$ cat config.mk
export PLATFORM = sky130hd
export DESIGN_NAME = sg_dma_chan
export DESIGN_NICKNAME = d
export VERILOG_FILES = /design/src/rtl/sg_dma_pkg.sv /design/src/rtl/sg_desc_fetch.sv /design/src/rtl/sg_buf_sets.sv /design/src/rtl/sg_dma_chan.sv
export SDC_FILE = /design/constraint.sdc
export NUM_CORES = 1
export LEC_CHECK = 0
export BUFFER_PORTS_ARGS = -buffer_cell sky130_fd_sc_hd__buf_2
export CAP_MARGIN = 20
export CORE_AREA = 2 2 158 160
export DETAILED_ROUTE_END_ITERATION = 8
export DIE_AREA = 0 0 160 162
export PLACE_DENSITY_LB_ADDON = 0.12
export SYNTH_ARGS = -nofsm -noshare
export SYNTH_HDL_FRONTEND = slang
export SYNTH_SLANG_ARGS = --single-unit
$ cat constraint.sdc
create_clock -name clk -period 3.51 [get_ports clk]
set_clock_uncertainty 0.05 [all_clocks]
set_input_delay 0.5265 -clock clk [delete_from_list [all_inputs] [get_ports clk]]
set_output_delay 0.5265 -clock clk [all_outputs]
set_load 0.005 [all_outputs]
$ cat src/rtl/sg_dma_pkg.sv
package sg_dma_pkg;
    localparam int ADDR_W     = 32;
    localparam int WORD_W     = 32;
    localparam int CNT_W      = 24;
    localparam int LAST_BIT   = 31;
    localparam int WORD_BYTES = WORD_W / 8;
    localparam int DESC_BYTES = 2 * WORD_BYTES;

    typedef struct packed {
        logic [ADDR_W-1:0] addr;
        logic [CNT_W-1:0]  cnt;
        logic              last;
    } desc_t;

    typedef struct packed {
        logic              v;
        logic [ADDR_W-1:0] addr;
        logic [CNT_W-1:0]  cnt;
    } bufset_t;

    typedef enum logic [1:0] {
        F_IDLE,
        F_LO,
        F_HI
    } fphase_e;

    typedef enum logic [1:0] {
        SEL_PTR  = 2'd0,
        SEL_CMD  = 2'd1,
        SEL_MASK = 2'd2
    } cfg_sel_e;
endpackage

$ cat src/rtl/sg_desc_fetch.sv
module sg_desc_fetch
    import sg_dma_pkg::*;
(
    input  logic              clk,
    input  logic              rst_n,
    input  logic              clear,
    input  logic              want,
    input  logic              grant,
    input  logic [ADDR_W-1:0] tbl_ptr,
    input  logic              mem_rd_ack,
    input  logic [WORD_W-1:0] mem_rd_data,
    output logic              mem_rd_req,
    output logic [ADDR_W-1:0] mem_rd_addr,
    output logic              desc_valid,
    output desc_t             desc
);
    typedef struct packed {
        fphase_e           phase;
        logic [ADDR_W-1:0] lo;
    } fstate_t;

    fstate_t q, d;
    logic    beat;

    always_comb begin
        d           = q;
        desc_valid  = 1'b0;
        mem_rd_req  = (q.phase != F_IDLE) && grant;
        mem_rd_addr = tbl_ptr + ((q.phase == F_HI) ? ADDR_W'(WORD_BYTES) : '0);
        beat        = mem_rd_req && mem_rd_ack;
        desc.addr   = q.lo;
        desc.cnt    = mem_rd_data[CNT_W-1:0];
        desc.last   = mem_rd_data[LAST_BIT];
        if (clear) begin
            d.phase = F_IDLE;
        end else begin
            unique case (q.phase)
                F_IDLE: if (want) d.phase = F_LO;
                F_LO: if (beat) begin
                    d.lo    = mem_rd_data[ADDR_W-1:0];
                    d.phase = F_HI;
                end
                F_HI: if (beat) begin
                    desc_valid = 1'b1;
                    d.phase    = F_IDLE;
                end
                default: d.phase = F_IDLE;
            endcase
        end
    end

    always_ff @(posedge clk or negedge rst_n) begin
        if (!rst_n) q <= '{phase: F_IDLE, lo: '0};
        else        q <= d;
    end

    // descriptor words are word aligned
    assert_word_aligned_R1: assert property (@(posedge clk) disable iff (!rst_n)
        mem_rd_req |-> (mem_rd_addr[1:0] == 2'b00));

    // reserved count-word bits must be zero when the count word is taken
    assert_reserved_zero_R1: assert property (@(posedge clk) disable iff (!rst_n)
        desc_valid |-> (mem_rd_data[LAST_BIT-1:CNT_W] == '0));
endmodule

$ cat src/rtl/sg_buf_sets.sv
module sg_buf_sets
    import sg_dma_pkg::*;
#(
    parameter int UNIT_BYTES = 4
) (
    input  logic              clk,
    input  logic              rst_n,
    input  logic              clear,
    input  logic              run,
    input  logic              dev_req,
    input  logic              load,
    input  logic [ADDR_W-1:0] load_addr,
    input  logic [CNT_W-1:0]  load_cnt,
    output logic              dev_ack,
    output logic [ADDR_W-1:0] xfer_addr,
    output logic              base_v,
    output logic              last_done
);
    localparam logic [CNT_W-1:0]  UNIT_C = CNT_W'(UNIT_BYTES);
    localparam logic [ADDR_W-1:0] UNIT_A = ADDR_W'(UNIT_BYTES);

    typedef struct packed {
        bufset_t cur;
        bufset_t base;
    } sets_t;

    sets_t   q, d;
    bufset_t src;
    logic    hit_zero;

    always_comb begin
        d         = q;
        src       = q.cur.v ? q.cur : q.base;
        dev_ack   = run && dev_req && (q.cur.v || q.base.v);
        xfer_addr = src.addr;
        hit_zero  = (src.cnt <= UNIT_C);
        last_done = dev_ack && hit_zero && !(q.cur.v && q.base.v);
        base_v    = q.base.v;
        if (clear) begin
            d.cur.v  = 1'b0;
            d.base.v = 1'b0;
        end else begin
            if (dev_ack) begin
                if (!q.cur.v) d.base.v = 1'b0;
                d.cur.v    = !hit_zero;
                d.cur.addr = src.addr + UNIT_A;
                d.cur.cnt  = src.cnt - UNIT_C;
            end
            if (load) begin
                d.base.v    = 1'b1;
                d.base.addr = load_addr;
                d.base.cnt  = load_cnt;
            end
        end
    end

    always_ff @(posedge clk or negedge rst_n) begin
        if (!rst_n) q <= '0;
        else        q <= d;
    end

    // a transfer out of an empty current set consumes the base set
    assert_base_moves_R4: assert property (@(posedge clk) disable iff (!rst_n)
        (dev_ack && !q.cur.v && !clear) |=> !q.base.v);

    // a fetched descriptor only lands in an empty base set
    assert_load_empty_R4: assert property (@(posedge clk) disable iff (!rst_n)
        load |-> !q.base.v);

    // within a buffer the address steps by one unit per transfer
    assert_addr_step_R6: assert property (@(posedge clk) disable iff (!rst_n)
        (dev_ack && q.cur.v && !hit_zero && !clear) |=>
            (q.cur.addr == $past(q.cur.addr) + UNIT_A));
endmodule

$ cat src/rtl/sg_dma_chan.sv
module sg_dma_chan
    import sg_dma_pkg::*;
#(
    parameter int UNIT_BYTES = 4
) (
    input  logic        clk,
    input  logic        rst_n,
    input  logic        cfg_we,
    input  logic [1:0]  cfg_sel,
    input  logic [31:0] cfg_wdata,
    output logic        mem_rd_req,
    output logic [31:0] mem_rd_addr,
    input  logic        mem_rd_ack,
    input  logic [31:0] mem_rd_data,
    input  logic        dev_req,
    output logic        dev_ack,
    output logic [31:0] xfer_addr,
    output logic        done_pulse,
    output logic        irq_o,
    output logic        stat_active,
    output logic        stat_term,
    output logic        chan_mask
);
    typedef struct packed {
        logic [ADDR_W-1:0] ptr;
        logic              irq_mode;
        logic              active;
        logic              term;
        logic              mask;
        logic              irq;
        logic              last_seen;
        logic              done;
    } ctl_t;

    ctl_t  q, d;
    logic  run, want, grant, start;
    logic  desc_valid, base_v, last_done;
    desc_t desc;

    assign run   = q.active && !q.mask;
    assign want  = run && !base_v && !q.last_seen;
    assign grant = run && !dev_ack;
    assign start = cfg_we && (cfg_sel == SEL_CMD) && cfg_wdata[0];

    sg_desc_fetch u_fetch (
        .clk         (clk),
        .rst_n       (rst_n),
        .clear       (start),
        .want        (want),
        .grant       (grant),
        .tbl_ptr     (q.ptr),
        .mem_rd_ack  (mem_rd_ack),
        .mem_rd_data (mem_rd_data),
        .mem_rd_req  (mem_rd_req),
        .mem_rd_addr (mem_rd_addr),
        .desc_valid  (desc_valid),
        .desc        (desc)
    );

    sg_buf_sets #(.UNIT_BYTES(UNIT_BYTES)) u_sets (
        .clk       (clk),
        .rst_n     (rst_n),
        .clear     (start),
        .run       (run),
        .dev_req   (dev_req),
        .load      (desc_valid),
        .load_addr (desc.addr),
        .load_cnt  (desc.cnt),
        .dev_ack   (dev_ack),
        .xfer_addr (xfer_addr),
        .base_v    (base_v),
        .last_done (last_done)
    );

    always_comb begin
        d      = q;
        d.done = 1'b0;
        if (cfg_we) begin
            unique case (cfg_sel)
                SEL_PTR:  d.ptr = {cfg_wdata[ADDR_W-1:2], 2'b00};
                SEL_CMD: begin
                    d.irq_mode = cfg_wdata[1];
                    if (cfg_wdata[0]) begin
                        d.active    = 1'b1;
                        d.term      = 1'b0;
                        d.irq       = 1'b0;
                        d.last_seen = 1'b0;
                    end
                end
                SEL_MASK: d.mask = cfg_wdata[0];
                default: ;
            endcase
        end
        if (desc_valid) begin
            d.ptr = q.ptr + ADDR_W'(DESC_BYTES);
            if (desc.last) d.last_seen = 1'b1;
        end
        if (last_done && q.last_seen) begin
            d.active = 1'b0;
            d.term   = 1'b1;
            d.mask   = 1'b1;
            if (q.irq_mode) d.irq  = 1'b1;
            else            d.done = 1'b1;
        end
    end

    always_ff @(posedge clk or negedge rst_n) begin
        if (!rst_n) begin
            q      <= '0;
            q.mask <= 1'b1;
        end else begin
            q <= d;
        end
    end

    assign done_pulse  = q.done;
    assign irq_o       = q.irq;
    assign stat_active = q.active;
    assign stat_term   = q.term;
    assign chan_mask   = q.mask;

    // a pending fetch gives way to a data transfer
    assert_fetch_yields_R5: assert property (@(posedge clk) disable iff (!rst_n)
        mem_rd_req |-> !dev_ack);

    // a masked channel is silent
    assert_masked_quiet_R2: assert property (@(posedge clk) disable iff (!rst_n)
        chan_mask |-> (!dev_ack && !mem_rd_req));

    // nothing is read once the final descriptor is held
    assert_no_read_after_last_R8: assert property (@(posedge clk) disable iff (!rst_n)
        q.last_seen |-> !mem_rd_req);

    // the done pulse comes with the finished status and lasts one cycle
    assert_done_status_R9: assert property (@(posedge clk) disable iff (!rst_n)
        done_pulse |-> (chan_mask && stat_term && !stat_active));
    assert_done_single_R9: assert property (@(posedge clk) disable iff (!rst_n)
        done_pulse |=> !done_pulse);
endmodule

**Word-level counts from Yosys, hierarchy flattened**

Cells that the tools add are included.

- $add $sub $neg: 4
- $lt $le $gt $ge: 1
- Eq/ne operators: 8
- Muxes and demuxes: 29
- Bitwise operators: 1
- Reductions and logical operators: 41

Operators by type and width:

| cell | count |
|---|---|
| $mux 32 | 2 |
| $mux 58 | 1 |
| $mux 57 | 1 |
| $mux 56 | 1 |
| $mux 38 | 1 |
| $mux 34 | 1 |
| $add 32x3->32 const B | 1 |
| $add 32x32->32 | 1 |
| $add 32x4->32 const B | 1 |
| $le 24x3->1 const B | 1 |
| $sub 24x3->24 const B | 1 |
| $reduce_bool 2->1 | 8 |
| $logic_and 1x1->1 | 14 |
| $mux 1 | 12 |
| $mux 2 | 6 |
| $reduce_and 2->1 | 6 |
| $ne 3x2->1 const B | 3 |
| $reduce_and 3->1 | 3 |
| $logic_not 1->1 | 6 |
| $mux 3 | 2 |
| $pmux 2 s3 | 1 |
| $eq 2x1->1 const B | 2 |
| $eq 2x2->1 const B | 2 |
| $logic_not 2->1 | 2 |
| 5 further kinds | 5 |

- Register bits: 187
- Output and inout bits: 71
- Word-level logic and storage cells: 100

**Logic depth before layout (Yosys ltp)**

- Depth after elaboration: 13
- Mapped depth: 15
- Mapped depth without buffers: 9

**By module**

Synthesis repeated with hierarchy kept, for this count alone.

- Cell total of the unflattened synthesis: 1,140
- Area, all modules: 11,304.6 µm²

By module, submodules not included:

| module | instances | cells an instance | area an instance (µm²) | seq. area each (µm²) |
|---|---|---|---|---|
| sg_buf_sets | 1 | 675 | 6,886.6 | 2,852.7 |
| sg_desc_fetch | 1 | 224 | 2,317.2 | 850.8 |
| sg_dma_chan | 1 | 241 | 2,100.8 | 927.1 |

**Least setup slack after synthesis**

Ideal clock, no wire load.

- Path kind: register to register
- Start point: register u_sets.q[113] (netlist name)
- End point: register u_sets.q[79] (netlist name)
- Library setup time: 0.078 ns
- Arrival time: 3.076 ns
- Setup slack: 0.307 ns
- Stages on the path, launching flop included: 16
- Period minus slack after synthesis: 3.203 ns
- Path through: dfrtp_1 > buf_6 > buf_8 > buf_6 > buf_4 > buf_2 > buf_2 > mux2i_1 > ha_1 > clkbuf_1 > and3b_1 > a32oi_2 > nor4_2 > xor2_1 > o22ai_1 > a21oi_1

- Longest elaborated chain between the ends: 3

Ends and longest elaborated chain:

| what | line | text |
|---|---|---|
| start, declared | sg_buf_sets.sv:27 | `sets_t q, d;` |
| start signal, assigned | sg_buf_sets.sv:58 | `if (!rst_n) q <= '0;` |
| start signal, assigned | sg_buf_sets.sv:59 | `else q <= d;` |
| branches (longest 3 deep; another with $sub 24x3->24) | -- |  |

Several ways; the timed one is not identified.
A chain may end at the register's enable or synchronous reset.

**Worst setup path after layout**

- Start point: register u_fetch.q[33] (netlist name)
- End point: output mem_rd_addr[30]

- Longest elaborated chain between the ends: 3

Ends and longest elaborated chain:

| what | line | text |
|---|---|---|
| start, declared | sg_desc_fetch.sv:22 | `fstate_t q, d;` |
| start signal, assigned | sg_desc_fetch.sv:53 | `if (!rst_n) q <= '{phase: F_IDLE, lo: '0};` |
| $eq 2x2->1 | sg_desc_fetch.sv:29 | `mem_rd_addr = tbl_ptr + ((q.phase == F_HI) ? ADDR_W'(WORD_BYTES) : '0);` |
| $mux 3 | sg_desc_fetch.sv:29 |  |
| $add 32x32->32 | sg_desc_fetch.sv:29 |  |
| end, declared | sg_dma_chan.sv:12 | `output logic [31:0] mem_rd_addr,` |

No other way between the ends.

==> summary.md <==
| Metric | Value |
|---|---|
| Total CTS buffers | 17 |
| Max Cap Viol | 0 |
| RSZ-0062 raised after global routing | false |
| Vias/cell | 5.51 |
| Top FF cell, synth | dfrtp_1 |
| Multi-input gate area | 5500 sq um |
| Hold Buf Count CTS | 0 |
| Met1 Usage GRT | 30.8% |
| Crit path max fanout | 6 |
| Share of layout cells above drive strength 1 | 23.9% |
| Initial Util | 44.5% |
| F_max | 0.304 GHz |
| Final setup vio count | 0 |
| Core Rows | 57 |
| Vias in the first global route | 8718 |
| Reg clk slew, reported paths | 0.08 ns |
| Via count | 8823 |
| Depth of the CTS H-tree | 4 |
| Commonest non-fill, non-tap cell in the layout | nand2_1 |
| Final Slew Violations | 0 |
| Register area | 4630 sq um |
| Number of nets in the layout | 1342 |
| Post-DRT Antenna Nets | 0 |
| Residual DRC | 0 |
| Max IR drop VDD | 0.000334 V |
| Seq/Total Area, Yosys | 43.1% |
| First-pass GRT wire length | 45.5 mm |
| Area grow syn2layout | 12.6% |
| Synthesis-stage register bit count | 185 |
| Clock Path Buffers | 2 |
| CP endpoint kind | output pin |
| Cells after synthesis | 1182 |
| Required time of the critical path | 2.93 ns |
| Fillers | 2369 |
| Worst hold path type | input port to async pin |
| Fin worst setup slack | 0.221 ns |
| Worst reg2reg path startpoint | u_sets.q[113] |
| Die W | 160 um |
| Placed cells | 1570 |
| DRT Pass-1 Iters | 4 |
| Commonest non-fill, non-tap cells in the layout | nand2_1 (270), dfrtp_1 (183), buf_2 (138), mux2_2 (64), nor2_1 (59) |
| GRT overflow | 0 |
| TNS Setup | 0 ns |
| Crit-path cells | nor2b_1 > ha_1 > ha_1 > nand3_1 > nor2_1 > nand2_1 > nor3_1 > xor2_1 > buf_2 |
| Most Frequent Cell on Critical Path | ha_1 |
| Post-Layout Cell Count | 1602 |
| Netlist Area Pre-Place | 10700 sq um |
| Post-DP HPWL | 19.3 mm |
| Mean Syn Cell Area | 9.08 sq um |
| Period minus WS final | 3.29 ns |
| Routability cong. | 0.848 |
| CP Launch Type | flip-flop |
| Number of synthesized flops with an enable pin | 0 |
| Initial antenna violation count | 0 |
| Slew Limit Headroom | 43.1% |
| Critical path's slowest cell | dfrtp_1 |
| Clk_lat worst skew | 0.44 ns |
| Die Ht | 162 um |
| CTS sink count | 185 |
| Final period util | 93.7% |
| YS warnings | 0 |
| Largest net degree at the start of global routing | 77 |
| Run status | completed |
| GR Layer Usage met3 | 3.09% |
| Met2 usage in global routing | 35.9% |
| Grt peak-use layer | met2 |
| Number of diodes | 0 |
| Measured slew at the worst slew-check pin | 0.850 ns |
| Final hold vios | 0 |
| Drt wl/cell | 17.3 um |
| Worst Setup SP | u_fetch.q[33] |
| Crit path kind | flip-flop to output pin |
| Root Driver | clkbuf_16 |
| Num ports | 142 |
| Delay of the slowest critical-path stage | 0.43 ns |
| Post-Place Setup Slack | 0.614 ns |
| PwrDens | 798 nW/um^2 |
| Setup Buffers After CTS | 0 |
| Routed WL | 27.7 mm |
| Distinct cell type count after synthesis | 78 |
| Asr flop ratio synth | 100% |
| CTS tree | done |
| Arrival time of the worst setup path | 2.71 ns |
| Final core utilization | 50.1% |
| Global Route Usage Sum | 21.9% |
| P_leak | 5.40 nW |
| Input/output buffers | 139 |
| Iteration-0 DRC Markers | 576 |
| DIE AREA | 25900 sq um |
| Core Region | 24100 sq um |
==> where the power goes <==
group	leakage (nW)	switching (W)	internal (W)	total, W
combinational	2.78	0.00198	0.00174	0.00372
clock	0.289	0.000923	0.00103	0.00195
sequential	2.34	0.000999	0.00296	0.00396
total	5.40	0.00391	0.00573	0.00964
==> final cells by class <==
| class | instances | area share, % |
|---|---|---|
| Inverter | 17 | 0.528 |
| Sequential cell | 185 | 38.3 |
| Clock buffer | 19 | 3.66 |
| Tap cell | 324 | 3.35 |
| Multi-Input combinational cell | 884 | 45.5 |
| Timing Repair Buffer | 160 | 7.34 |
| Clock inverter | 13 | 1.25 |
==> flip-flops by register name, indices dropped and copies added (netlist names) <==
register,cells
u_sets.q,113
stat_active,1
stat_term,1
q,32
u_fetch.q,2
done_pulse,1
u_sets.base_v,1
u_fetch.desc,32
irq_o,1
chan_mask,1
==> logic make-up (layout without fill, tap and decap cells) <==
family                     count (synthesis)  after routing  synth area share (%)
AOI/OAI and AO/OA                        210            210                  12.9
xor gates and xnor gates                  71             71                  5.79
adders and majority gates                  6              6                 0.699
buffers and inverters                    114            209                  5.92
DFF                                      185            185                  43.1
muxes                                     80             80                  8.21
other                                      1              2                0.0349
and+or+nand+nor                          515            515                  23.3
==> path summary, 6_finish.rpt <==
kind                       cells after the start              end  slack, ns
setup / recovery                               9  mem_rd_addr[30]       0.22
hold / removal                                 1            irq_o       0.07
setup reg to reg                               9     u_sets.q[79]       0.60
hold reg to reg                                1       done_pulse       0.41
max in group asynchronous                      2        chan_mask       2.50
min in group clk                               3             q[9]       0.24
==> per-stage QoR <==
stage | area (sq um) | hold WS, ns | power (W)
6_report | 12100 | 0.0674 | 0.00964
5_1_grt | 12100 | 0.102 | 0.0104
4_1_cts | 12100 | 0.0857 | 0.00969
3_5_place_dp | 11500 | 0.405 | 0.00770
3_3_place_gp | 11500 | 0.391 | 0.00765
2_1_floorplan | 10700 | 0.181 | 0.00679
==> cell usage after synthesis, types with 6 or more instances <==
library cell  instances  area, sq um
nand2_1             271         1020
dfrtp_1             184         4600
mux2_2               64          721
nor2_1               60          225
o21ai_0              55          275
a21oi_1              50          250
nand3_1              48          240
xnor2_1              42          368
buf_4                37          278
nor3_1               31          155
clkbuf_1             29          109
xor2_1               29          254
buf_2                22          110
nand4_1              20          125
o22ai_1              20          125
inv_1                17         63.8
mux2i_1              16          160
o21ai_1              13         65.1
a211oi_1             12         90.1
nand3b_1             11         82.6
nor3b_1               7         52.6
nor4_1                7         43.8
a311oi_1              6         52.6
a31oi_1               6         37.5
and3_1                6         37.5
ha_1                  6         75.1
==> routing by layer <==
| metal | vias to the layer above | wire [um] | part of all wire [%] |
|---|---|---|---|
| met1 | 4356 | 13400 | 48 |
| li1 | 4265 | - | - |
| met2 | 182 | 13100 | 47 |
| met4 | 0 | 254 | 0.92 |
| met3 | 20 | 909 | 3.3 |
| met5 | - | 0 | 0 |
==> critical path: cells and delay by family, from the launching register on <==
| kind | cells | cell delay, ns |
|---|---|---|
| and+or+nand+nor | 5 | 1.10 |
| adders and majority gates | 2 | 0.44 |
| DFF | 1 | 0.43 |
| xor gates and xnor gates | 1 | 0.17 |
| buffers and inverters | 1 | 0.13 |
==> what timing repair did <==
action                                  in CTS  in global routing
gates resized for setup                      0                  2
hold endpoints to repair                     0                  0
endpoints found under the setup margin       0                  3
(Power assumes the default switching activity.)
